`config.mk`:
```
export PLATFORM = sky130hd
export DESIGN_NAME = tap_ir_path
export DESIGN_NICKNAME = d
export VERILOG_FILES = /design/src/rtl/tap_ir_pkg.sv /design/src/rtl/tap_ir_reg.sv /design/src/rtl/tap_ir_decode.sv /design/src/rtl/tap_dr_local.sv /design/src/rtl/tap_tdo_mux.sv /design/src/rtl/tap_ir_path.sv
export SDC_FILE = /design/constraint.sdc
export NUM_CORES = 1
export LEC_CHECK = 0
export CORE_MARGIN = 10
export CORE_UTILIZATION = 25
export DETAILED_ROUTE_END_ITERATION = 10
export GPL_ROUTABILITY_DRIVEN = 0
export HOLD_SLACK_MARGIN = 0.05
export PLACE_DENSITY_LB_ADDON = 0.2
export SLEW_MARGIN = 10
export SYNTH_ARGS = -nofsm -noshare
export SYNTH_HDL_FRONTEND = slang
export SYNTH_SLANG_ARGS = --single-unit
export TNS_END_PERCENT = 100
```
`constraint.sdc`:
```
create_clock -name tck -period 4.5 [get_ports tck]
set_clock_uncertainty 0.2 [all_clocks]
set_input_delay 1.125 -clock tck [delete_from_list [all_inputs] [get_ports tck]]
set_output_delay 1.125 -clock tck [all_outputs]
set_load 0.03 [all_outputs]
```
`src/rtl/tap_ir_pkg.sv`:
```
`timescale 1ns/1ps
package tap_ir_pkg;
  localparam int IR_W = 3;

  localparam logic [IR_W-1:0] OP_EXTEST = 3'b000;
  localparam logic [IR_W-1:0] OP_IDCODE = 3'b001;
  localparam logic [IR_W-1:0] OP_SAMPLE = 3'b010;
  localparam logic [IR_W-1:0] OP_CLAMP  = 3'b011;
  localparam logic [IR_W-1:0] OP_HIGHZ  = 3'b100;
  localparam logic [IR_W-1:0] OP_BYPASS = 3'b111;

  localparam logic [IR_W-1:0] IR_CAPTURE = 3'b001;

  typedef enum logic [1:0] {
    SEL_BYP = 2'b00,
    SEL_IDR = 2'b01,
    SEL_BSR = 2'b10
  } sel_e;

  typedef struct packed {
    sel_e sel;
    logic drive;
    logic clamp;
    logic hiz;
  } dec_t;
endpackage

```
`src/rtl/tap_ir_reg.sv`:
```
`timescale 1ns/1ps
module tap_ir_reg #(
  parameter int W = 3,
  parameter logic [W-1:0] CAP_PAT = '0,
  parameter logic [W-1:0] RST_OP = '0
) (
  input  logic         tck,
  input  logic         trst_n,
  input  logic         tdi,
  input  logic         cap,
  input  logic         shift,
  input  logic         upd,
  output logic         sh_lsb,
  output logic [W-1:0] cur
);
  logic [W-1:0] ir_sh;

  // serial stage, rising edge
  always_ff @(posedge tck or negedge trst_n) begin
    if (!trst_n)     ir_sh <= CAP_PAT;
    else if (cap)    ir_sh <= CAP_PAT;
    else if (shift)  ir_sh <= {tdi, ir_sh[W-1:1]};
  end

  // holding stage, falling edge of update-IR
  always_ff @(negedge tck or negedge trst_n) begin
    if (!trst_n)   cur <= RST_OP;
    else if (upd)  cur <= ir_sh;
  end

  assign sh_lsb = ir_sh[0];
endmodule

```
`src/rtl/tap_ir_decode.sv`:
```
`timescale 1ns/1ps
module tap_ir_decode
  import tap_ir_pkg::*;
(
  input  logic [IR_W-1:0] op,
  output dec_t            dec
);
  always_comb begin
    dec = '{sel: SEL_BYP, drive: 1'b0, clamp: 1'b0, hiz: 1'b0};
    case (op)
      OP_EXTEST: begin dec.sel = SEL_BSR; dec.drive = 1'b1; end
      OP_IDCODE: dec.sel = SEL_IDR;
      OP_SAMPLE: dec.sel = SEL_BSR;
      OP_CLAMP:  begin dec.drive = 1'b1; dec.clamp = 1'b1; end
      OP_HIGHZ:  dec.hiz = 1'b1;
      default:   dec.sel = SEL_BYP;
    endcase
  end
endmodule

```
`src/rtl/tap_dr_local.sv`:
```
`timescale 1ns/1ps
module tap_dr_local #(
  parameter int ID_W = 32,
  parameter logic [ID_W-1:0] ID_VALUE = '1
) (
  input  logic tck,
  input  logic trst_n,
  input  logic tdi,
  input  logic cap,
  input  logic shift,
  input  logic use_byp,
  input  logic use_idr,
  output logic byp_so,
  output logic id_so
);
  logic            byp_q;
  logic [ID_W-1:0] id_q;

  always_ff @(posedge tck or negedge trst_n) begin
    if (!trst_n)                 byp_q <= 1'b0;
    else if (cap && use_byp)     byp_q <= 1'b0;
    else if (shift && use_byp)   byp_q <= tdi;
  end

  always_ff @(posedge tck or negedge trst_n) begin
    if (!trst_n)                 id_q <= ID_VALUE;
    else if (cap && use_idr)     id_q <= ID_VALUE;
    else if (shift && use_idr)   id_q <= {tdi, id_q[ID_W-1:1]};
  end

  assign byp_so = byp_q;
  assign id_so  = id_q[0];
endmodule

```
`src/rtl/tap_tdo_mux.sv`:
```
`timescale 1ns/1ps
module tap_tdo_mux
  import tap_ir_pkg::*;
(
  input  logic tck,
  input  logic trst_n,
  input  logic shift_ir,
  input  logic shift_dr,
  input  sel_e sel,
  input  logic ir_so,
  input  logic byp_so,
  input  logic id_so,
  input  logic bsr_so,
  output logic tdo,
  output logic tdo_oe
);
  logic dr_bit;

  always_comb begin
    case (sel)
      SEL_IDR: dr_bit = id_so;
      SEL_BSR: dr_bit = bsr_so;
      default: dr_bit = byp_so;
    endcase
  end

  always_ff @(negedge tck or negedge trst_n) begin
    if (!trst_n) begin
      tdo    <= 1'b0;
      tdo_oe <= 1'b0;
    end else begin
      tdo_oe <= shift_ir | shift_dr;
      tdo    <= shift_ir ? ir_so : (shift_dr ? dr_bit : 1'b0);
    end
  end
endmodule

```
`src/rtl/tap_ir_path.sv`:
```
`timescale 1ns/1ps
module tap_ir_path
  import tap_ir_pkg::*;
#(
  parameter int ID_W = 32,
  parameter logic [ID_W-1:0] ID_VALUE = 32'h2B7A_4E93
) (
  input  logic       tck,
  input  logic       trst_n,
  input  logic       tdi,
  input  logic       st_capture_ir,
  input  logic       st_shift_ir,
  input  logic       st_update_ir,
  input  logic       st_capture_dr,
  input  logic       st_shift_dr,
  input  logic       st_update_dr,
  input  logic       bsr_so,
  output logic       tdo,
  output logic       tdo_oe,
  output logic [1:0] dr_sel,
  output logic       mode_drive,
  output logic       mode_clamp,
  output logic       mode_hiz,
  output logic       bsr_capture_en,
  output logic       bsr_shift_en,
  output logic       bsr_update_en
);
  logic [IR_W-1:0] ir_cur;
  logic            ir_so, byp_so, id_so;
  dec_t            dec;
  logic            to_bsr;

  tap_ir_reg #(.W(IR_W), .CAP_PAT(IR_CAPTURE), .RST_OP(OP_IDCODE)) u_ir (
    .tck(tck), .trst_n(trst_n), .tdi(tdi),
    .cap(st_capture_ir), .shift(st_shift_ir), .upd(st_update_ir),
    .sh_lsb(ir_so), .cur(ir_cur)
  );

  tap_ir_decode u_dec (.op(ir_cur), .dec(dec));

  tap_dr_local #(.ID_W(ID_W), .ID_VALUE(ID_VALUE)) u_dr (
    .tck(tck), .trst_n(trst_n), .tdi(tdi),
    .cap(st_capture_dr), .shift(st_shift_dr),
    .use_byp(dec.sel == SEL_BYP), .use_idr(dec.sel == SEL_IDR),
    .byp_so(byp_so), .id_so(id_so)
  );

  tap_tdo_mux u_tdo (
    .tck(tck), .trst_n(trst_n),
    .shift_ir(st_shift_ir), .shift_dr(st_shift_dr), .sel(dec.sel),
    .ir_so(ir_so), .byp_so(byp_so), .id_so(id_so), .bsr_so(bsr_so),
    .tdo(tdo), .tdo_oe(tdo_oe)
  );

  assign to_bsr         = (dec.sel == SEL_BSR);
  assign dr_sel         = dec.sel;
  assign mode_drive     = dec.drive;
  assign mode_clamp     = dec.clamp;
  assign mode_hiz       = dec.hiz;
  assign bsr_capture_en = st_capture_dr & to_bsr;
  assign bsr_shift_en   = st_shift_dr & to_bsr;
  assign bsr_update_en  = st_update_dr & to_bsr;
endmodule

```
* Word-level counts from Yosys, hierarchy flattened
Index checks and enable logic that the tools add are counted.
** Operators by class
- Add/subtract/negate cells :: 0
- Multipliers :: 0
- $lt $le $gt $ge :: 0
- Equality and inequality tests :: 6
- Shifts and indexed selects :: 0
- Bitwise gates (word level) :: 4
- Divide/modulo/power cells :: 0
- Reductions and logical operators :: 11
- Multiplexer cells :: 13
** Operators by type and width (number)
- 32-bit 2-to-1 mux :: 2
- 1-bit 2-to-1 mux :: 7
- 3-bit by 2-bit equality test with 1-bit output (second input constant) :: 2
- 3-bit 2-to-1 mux :: 2
- 2-bit nonzero test :: 3
- 1-bit logical AND :: 4
- 2-bit one-hot mux with 2 select lines :: 1
- 2-bit OR reduction :: 2
- 1-bit AND :: 3
- 3-bit by 1-bit equality test with 1-bit output (second input constant) :: 1
- 3-bit equality test (second input constant) :: 1
- 3-bit zero test :: 1
- 2-bit by 1-bit equality test with 1-bit output (second input constant) :: 1
- 2-bit equality test (second input constant) :: 1
- 2-bit zero test :: 1
- 1-bit one-hot mux with 2 select lines :: 1
- 1-bit OR :: 1
** Word-level totals
- Bits in latches :: 0
- Memories kept :: 0
- Bits in writable memories :: 0
- Memory bits (read-only) :: 0
- Logic and storage cells :: 40
- Register bits :: 41
- Input port bits :: 10

* Logic depth before layout (Yosys ltp)
Gate-level depths: netlist of the first run.
- Word-level depth :: 7
- Mapped depth :: 6
- Mapped depth without buffers :: 4

* By module
From an unflattened synthesis of the first run, not the netlist that was laid out.
** Second synthesis, totals
- Cell total of the unflattened synthesis :: 205
- Area, all modules :: 2253.4 sq um
** Modules (own cells, without submodules)
- tap_dr_local :: sequential area each 847.1 sq um, times used 1, area each 1809.2 sq um, cells each 166
- tap_ir_reg :: sequential area each 152.6 sq um, times used 1, area each 232.7 sq um, cells each 16
- tap_tdo_mux :: sequential area each 50.0 sq um, times used 1, area each 133.9 sq um, cells each 12
- tap_ir_decode :: sequential area each 0.0 sq um, times used 1, area each 41.3 sq um, cells each 6
- tap_ir_path :: sequential area each 0.0 sq um, times used 1, area each 36.3 sq um, cells each 5

==> results of run 1 <==
## routing by layer
metal	GRT usage, %	part of all wire (%)
met1	11.7	57
met2	10.6	38
met3	2.34	4.3
met4	1.74	0.40
met5	0	0
## metrics by stage
step	hold slack, ns	instances
finish	0.285	312
floorplan	0.257	179
CTS	0.289	310
global placement	0.275	297
global route	0.313	312
detailed placement	0.276	297
## area by class of cell
type,instances,area (µm²),area share (%)
clock inverters,3,13.8,0.568
inverters,12,48.8,2.01
multi-input cells,108,726,30.0
well taps,99,124,5.11
clock buffers,6,72.6,3.00
repair buffers,43,388,16.0
flip-flops and latches,41,1050,43.3
## sequential cells by signal, summed over array words and instances (netlist names)
name          count
u_tdo.tdo         1
u_ir.ir_sh        3
u_dr.byp_so       1
u_ir.cur          3
u_dr.id_q        32
u_tdo.tdo_oe      1
## cell families after synthesis
family,count (synthesis)
xor gates and xnor gates,1
and+or+nand+nor,43
DFF,41
muxes,10
AOI/OAI and AO/OA,54
buffers and inverters,30
## tightest hold or removal path, delay by kind of cell (launching register included)
family / cells / cell delay (ns)
muxes: 1 / 0.06
buffers and inverters: 1 / 0.06
DFF: 1 / 0.37
## what timing repair did
| item | in CTS | in global routing |
|---|---|---|
| setup endpoints to repair | 9 | 10 |
| pin swaps | 1 | 3 |
| gates resized for setup | 22 | 4 |
| setup buffers | 5 | 4 |
## final timing paths
kind	startpoint	to	slack, ns	cells past startpoint
max reg2reg	u_ir.cur[0]$_DFFE_NN1P_	u_dr.id_q[27]$_DFFE_PN1P_	0.08	6
min	u_dr.id_q[24]$_DFFE_PN1P_	u_dr.id_q[24]$_DFFE_PN1P_	0.28	2
max in group asynchronous	trst_n	u_ir.cur[0]$_DFFE_NN1P_	1.21	1
min in group asynchronous	trst_n	u_dr.id_q[28]$_DFFE_PN0P_	0.71	2
min reg2reg	u_dr.id_q[24]$_DFFE_PN1P_	u_dr.id_q[24]$_DFFE_PN1P_	0.28	2
max	u_ir.cur[0]$_DFFE_NN1P_	dr_sel[0]	-0.65	4
## cells in the final DEF (no fill, tap or decap), drive strengths merged, types with 2 or more instances in the layout
master         Yosys  layout
nand4b             5       5
o31ai             13      13
dfstp             19      19
mux2               3       3
inv               13      12
nor2              25      25
dfrtn              4       4
clkdlybuf4s50      0       8
o41ai             10      10
o21ai             28      28
mux2i              7       7
clkinvlp           0       2
nand2              3       3
dfrtp             18      18
clkbuf            10       6
and2               2       2
nor3               2       2
buf                7      34
## power groups by stage
stage	Combinational (mW)	Clock [mW]	Sequential, mW
floorplan	0.170	0.00278	0.512
global placement	0.237	0.00278	0.518
detailed placement	0.239	0.00278	0.519
CTS	0.253	0.247	0.512
global route	0.289	0.265	0.522
finish	0.255	0.235	0.511
## synthesized netlist by cell type
| cell | n |
|---|---|
| o21ai_0 | 27 |
| nor2_1 | 24 |
| dfstp_2 | 19 |
| dfrtp_1 | 18 |
| inv_1 | 13 |
| o31ai_1 | 13 |
| clkbuf_1 | 10 |
| o41ai_1 | 9 |
| mux2i_1 | 7 |
| nand4b_1 | 5 |
| buf_6 | 4 |
| dfrtn_1 | 4 |
| mux2_2 | 3 |
| nand2_1 | 3 |
| and2_1 | 2 |
| buf_2 | 2 |
| nor3_1 | 2 |
| a211o_1 | 1 |
| a21oi_1 | 1 |
| a2bb2oi_1 | 1 |
| and3b_1 | 1 |
| buf_4 | 1 |
| nor2_4 | 1 |
| nor2b_1 | 1 |
| nor3b_1 | 1 |
| o21ai_1 | 1 |
| o41ai_2 | 1 |
| or2_2 | 1 |
| or3_1 | 1 |
| or3b_1 | 1 |
| xor2_1 | 1 |
==> metrics, run 1 <==
cell family with most CP delay flip-flops; fin util 33.2%; H-tree depth 2; Post-Syn Instances 179; failing checks negative setup slack; first-pass GRT wire length 7.39 mm; Core ar. 7290 µm²; crit path DAT 3.82 ns; Rows 31; HP Class reg2reg; CP cell instances buf_6 -> or3b_4 -> clkinvlp_4 -> buf_6; setup TNS -4.25 ns; peak supply drop 0.133 mV; area leader, netlist dfstp_2; Yosys top cell area share 26.4%; critical path class reg2out; DP Area 2240 µm²; syn_nets 189; LEAKAGE 1.04 nW; die area 11,400 µm²; final WL 4.30 mm; Clock Power Share 23.5%; final setup fails 8; layout cell share with drive strength beyond 1 35.7%; simple-gate share of the synthesized area 11.8%; RSZ-0062 raised after global routing true; Final Hold Viols 0; Slew HR 61.8%; grt ovf 0; DR pass1 iterations 4; Num CTS Buffers 5; Compound-Gate Fraction of Synth Area 18.8%; largest cells by area after synthesis dfstp_2 26%, dfrtp_1 24%, o21ai_0 7.2%; Startpoint Class flop; sequential area share after synthesis 55.6%; DRT iter0 DRCs 25; wire per inst 13.8 µm; Synth cell types 31; antenna diode count 0; Critical Path RT 3.17 ns; post-route cell area 2420 µm²; Psw 0.299 mW; Longest Clk Path Bufs 2; worst path bufs/invs 3; nets 222; die height 107 µm; Hold Buf Count CTS 0; CTS sink cnt 41; Flop pwr share 51.1%; worst-path fanout max 3; Vias/cell 4.47; Pwr Total 1.00 mW; CP Capture Type output pin; Switching Share 29.9%; pin count of the biggest net entering global routing 47; Die W 107 µm; Comb pwr share 25.5%; Post-Synth XOR/XNOR Area 0.464%; clk slew on worst S/H paths 0.08 ns; synth warn 0; area grow syn2layout 28.2%; DP HPWL 2.82 mm; number of fillers in the final layout 766; cell mode on critical path buf_6; crit path max-delay cell type dfstp_2; MaxCap Viol Count 0; largest family of logic cells by synthesized area compound AO/OA/AOI/OAI gates; syn avg cell area 10.6 µm²; Int Power 0.702 mW; Root Driver clkbuf_8; worst skew pair latency 0.34 ns; Seq cells post-synth 41; port bufs 19; via count 1,394; drt drc 0; initial antenna violation count 0; outcome finished with violations; effective utilization at floorplan 25.9%; min setup slack post-route -0.650 ns; Max Slew Vio Count 0; slowest cell delay on critical path 0.55 ns; IO Count 20; vias in the first global route 1,445; multiplexer area fraction after synthesis 5.50%; Placement Setup Slack -0.520 ns; Total GRT Usage 7.83%; Mapped Area 1890 µm²; Post-Synth Adder-Cell Area 0%; Tightest Pin Transition 0.572 ns; CTS tree built; Pwr per Cell Area 413 nW/µm²; ANT nets after route 0
Note: power is estimated with default switching activity, not from simulation.
==> run 2: changes to the inputs <==
Settings changed: DONT_BUFFER_PORTS set to 1, SKIP_LAST_GASP set to 1.
==> run 2 against run 1 <==
The flow still finishes with violations (negative setup slack). Count of clock-buffer cells in the layout decreased by 1. Clock power increased by 3%. Die area unchanged. Worst setup slack improved by 0.17 ns. Critical path depth decreased by 2. Non-clock buffer count decreased by 30. Routed wire length decreased by 4.3%. Flip-flop and latch count unchanged. Combinational power decreased by 22%. Cell count decreased by 9.6%. Sequential share of layout area increased by 4.9 points. Largest cell class unchanged. Largest power group unchanged.
==> metrics, run 2 (synthesis gave the netlist of run 1 again) <==
outcome finished with violations; failing checks negative setup slack; Pwr Total 0.954 mW; final setup fails 8; worst-path fanout max 2; critical path class reg2out; LEAKAGE 0.901 nW; Final Non-Filler Cells 282; Final Hold Viols 0; DR pass1 iterations 4; Switching Share 29.8%; HP Class reg2reg; pin count of the biggest net entering global routing 47; DRT iter0 DRCs 76; Core ar. 7290 µm²; Clock Power Share 25.3%; Critical Path RT 3.17 ns; CP Capture Type output pin; Placement Setup Slack -0.133 ns; port bufs 0; Comb pwr share 20.8%; drt drc 0; Total GRT Usage 7.40%; wire per inst 14.6 µm; die area 11,400 µm²; nets 192; RSZ-0062 raised after global routing true; crit path max-delay cell type dfstp_2; Longest Clk Path Bufs 2; crit path DAT 3.66 ns; commonest non-fill, non-tap cell in the layout o21ai_0; Max Slew Vio Count 0; Flop pwr share 53.9%; most frequent cells in the layout 27 x o21ai_0, 21 x nor2_1, 19 x dfstp_2; MaxCap Viol Count 0; Largest Register u_dr.id_q; initial antenna violation count 0; max FFs per register 32; antenna diode count 0; grt ovf 0; die height 107 µm; Psw 0.284 mW; peak supply drop 0.117 mV; Critical Path Start u_ir.cur[0]$_DFFE_NN1P_; Vias/cell 4.66; Hold Buf Count CTS 0; vias in the first global route 1,330; Cell Count Post-Placement 272; via count 1,315; worst skew pair latency 0.34 ns; Rows 31; DP HPWL 2.53 mm; clk slew on worst S/H paths 0.09 ns; layout cell share with drive strength beyond 1 31.1%; final WL 4.11 mm; area grow syn2layout 15.2%; Slew HR 33.8%; CTS sink cnt 41; Die W 107 µm; Num CTS Buffers 5; Root Driver clkbuf_8; Hold Startpoint u_dr.id_q[24]$_DFFE_PN1P_; CP cell instances or3b_4 -> clkinvlp_4; Tightest Pin Transition 0.993 ns; min setup slack post-route -0.485 ns; effective utilization at floorplan 25.9%; Pwr per Cell Area 438 nW/µm²; Startpoint Class flop; Int Power 0.670 mW; number of fillers in the final layout 805; IO Count 20; biggest regs u_dr.id_q (32), u_ir.cur (3), u_ir.ir_sh (3); ANT nets after route 0; CTS tree built; H-tree depth 2; slowest cell delay on critical path 0.51 ns; first-pass GRT wire length 6.96 mm; Critical R2R Launch u_ir.cur[0]$_DFFE_NN1P_
-- run 2: power groups by stage --
stage / Combinational (mW) / Clock (mW) / Sequential, mW
after floorplan: 0.170 / 0.00278 / 0.512
after global placement: 0.186 / 0.00278 / 0.520
after detailed placement: 0.189 / 0.00278 / 0.522
after CTS: 0.199 / 0.253 / 0.515
after global routing: 0.224 / 0.266 / 0.525
final: 0.199 / 0.241 / 0.515
-- run 2: area by class of cell --
class                   count  area (µm²)  area share, %
well taps                  99         124           5.69
clock buffers               5        68.8           3.16
multi-input cells         108         752           34.5
repair buffers             13         113           5.17
inverters                  12        48.8           2.24
flip-flops and latches     41        1050           48.2
clock inverters             4        21.3          0.977
-- run 2: through the flow --
stage / hold WS, ns / util, % / TNS [ns] / instance area [µm²]
2_1_floorplan: 0.257 / - / -1.34 / 1920
3_3_place_gp: 0.277 / 27.7 / -0.266 / 2020
3_5_place_dp: 0.281 / 27.7 / -0.295 / 2020
4_1_cts: 0.294 / 29.6 / -3.19 / 2160
5_1_grt: 0.294 / 29.9 / -3.75 / 2180
6_report: 0.289 / 29.9 / -3.23 / 2180
-- run 2: worst paths after layout --
kind                                              to  slack, ns  cells after the start
setup / recovery                           dr_sel[0]      -0.48                      2
hold / removal             u_dr.id_q[24]$_DFFE_PN1P_       0.29                      2
setup reg to reg           u_dr.id_q[29]$_DFFE_PN1P_       0.13                      4
hold reg to reg            u_dr.id_q[24]$_DFFE_PN1P_       0.29                      2
max in group asynchronous    u_ir.cur[0]$_DFFE_NN1P_       1.39                      0
min in group asynchronous   u_dr.id_q[5]$_DFFE_PN0P_       0.32                      0
-- run 2: worst max-delay path, delay by kind of cell (launching register included) --
family	cells	cell delay (ns)
and+or+nand+nor	1	0.39
DFF	1	0.51
buffers and inverters	1	0.17
-- run 2: timing repair --
action / 4_1_cts / 5_1_grt
endpoints found under the setup margin: 8 / 8
pin swaps: 5 / 4
resized for setup: 9 / 5
buffers inserted: 2 / 1
-- run 2: per-layer routing --
layer	track usage (%)	vias up	share of wire [%]
met5	0	-	0
met4	2.61	0	1.5
met3	3.05	7	6.9
met2	10.4	34	41
met1	9.91	641	51
li1	-	633	-
==> run 3: changes to the inputs <==
Settings changed: CORE_UTILIZATION 25 to 43.
Clock period 4.5 ns to 4.4 ns, I/O delays scaled along.
==> run 3 against run 2 <==
The run still ends with negative setup slack left. Die area shrank 35%. Cell count shrank 17%. Critical endpoint unchanged. Sequential power grew 2%. Via count grew 0.68%. Largest power group unchanged. Worst setup slack lost 0.038 ns. Clock power grew 25%. Utilization grew 19 points. Sequential share of layout area grew 1.6 points. Register-to-register slack is essentially flat. First-iteration DRC count grew 46%.
==> metrics, run 3 (synthesis gave the netlist of run 1 again) <==
outcome finished with violations; failing checks negative setup slack; min setup slack post-route -0.523 ns; max FFs per register 32; CTS tree built; worst skew pair latency 0.35 ns; vias in the first global route 1,347; post-route cell area 2110 µm²; MaxCap Viol Count 0; port bufs 0; Vias/cell 5.66; Comb pwr share 19.2%; DRT iter0 DRCs 111; Pwr Total 1.03 mW; area grow syn2layout 11.5%; effective utilization at floorplan 44.0%; layout cell share with drive strength beyond 1 30.2%; critical path class reg2out; internal reg-to-reg setup slack 0.12 ns; ANT nets after route 0; Clock Power Share 29.4%; Num CTS Buffers 5; commonest non-fill, non-tap cell in the layout o21ai_0; Largest Register u_dr.id_q; fin util 49.0%; wire per inst 16.5 µm; antenna diode count 0; HP Class in2async; Int Power 0.738 mW; Die W 86.3 µm; Pwr per Cell Area 487 nW/µm²; Root Driver clkbuf_8; Slew HR 36.7%; initial antenna violation count 0; nets 191; DP HPWL 2.47 mm; die area 7450 µm²; peak supply drop 0.306 mV; Core ar. 4290 µm²; first-pass GRT wire length 6.53 mm; setup TNS -3.04 ns; CTS sink cnt 41; crit path DAT 3.62 ns; DP Area 1960 µm²; Placement Setup Slack -0.163 ns; Flop pwr share 51.4%; Total GRT Usage 10.9%; Final Hold Viols 0; Critical Path RT 3.10 ns; final setup fails 8; final WL 3.86 mm; Max Slew Vio Count 0; die height 86.3 µm; drt drc 0; most frequent cells in the layout 27 x o21ai_0, 21 x nor2_1, 19 x dfstp_2; Hold Buf Count CTS 0; Final Non-Filler Cells 234; via count 1,324; Longest Clk Path Bufs 2; Psw 0.288 mW; Switching Share 28.1%; CP Capture Type output pin; H-tree depth 2; grt ovf 0; biggest regs u_dr.id_q (32), u_ir.cur (3), u_ir.ir_sh (3); worst-path fanout max 2; IO Count 20; RSZ-0062 raised after global routing true; clk slew on worst S/H paths 0.08 ns; Tightest Pin Transition 0.948 ns; pin count of the biggest net entering global routing 47; Cell Count Post-Placement 225; LEAKAGE 0.900 nW; Startpoint Class flop; Rows 24; hold_ws 0.291 ns; DR pass1 iterations 4
run 3: final cells by class:
type / count / area (µm²)
Fill cell: 392 / 2190
Clock buffer: 5 / 68.8
Multi-Input combinational cell: 108 / 734
Tap cell: 52 / 65.1
Sequential cell: 41 / 1050
Clock inverter: 4 / 45.0
Inverter: 12 / 48.8
Timing Repair Buffer: 12 / 93.8
run 3: power groups by stage:
stage               sequential [mW]  clock, mW  combinational (mW)
CTS                           0.528      0.312               0.203
floorplan                     0.523    0.00284               0.174
global route                  0.539      0.330               0.221
detailed placement            0.535    0.00284               0.193
finish                        0.527      0.302               0.197
global placement              0.531    0.00284               0.184
run 3: final timing paths:
| kind | cells after the start | to | startpoint |
|---|---|---|---|
| max | 2 | dr_sel[0] | u_ir.cur[0]$_DFFE_NN1P_ |
| min | 0 | u_ir.ir_sh[2]$_DFFE_PN0P_ | trst_n |
| max reg2reg | 4 | u_dr.id_q[27]$_DFFE_PN1P_ | u_ir.cur[0]$_DFFE_NN1P_ |
| min reg2reg | 2 | u_dr.id_q[20]$_DFFE_PN1P_ | u_dr.id_q[20]$_DFFE_PN1P_ |
| max in group asynchronous | 0 | u_ir.cur[0]$_DFFE_NN1P_ | trst_n |
| min in group tck | 2 | u_dr.id_q[20]$_DFFE_PN1P_ | u_dr.id_q[20]$_DFFE_PN1P_ |
run 3: what timing repair did:
item                                    4_1_cts  5_1_grt
pin swaps                                     8        2
setup buffers                                 2        0
resized for setup                             8        0
endpoints found under the setup margin        8        9
run 3: worst max-delay path, cell delays in order (launching register included):
cell        delay, ns
dfstp_2          0.51
or3b_4           0.39
clkinvlp_4       0.16
run 3: metal layers:
metal	share of wire [%]	track usage, %
met1	43	12.8
met2	50	17.6
met3	5.8	4.13
met4	1.6	4.71
met5	0	0
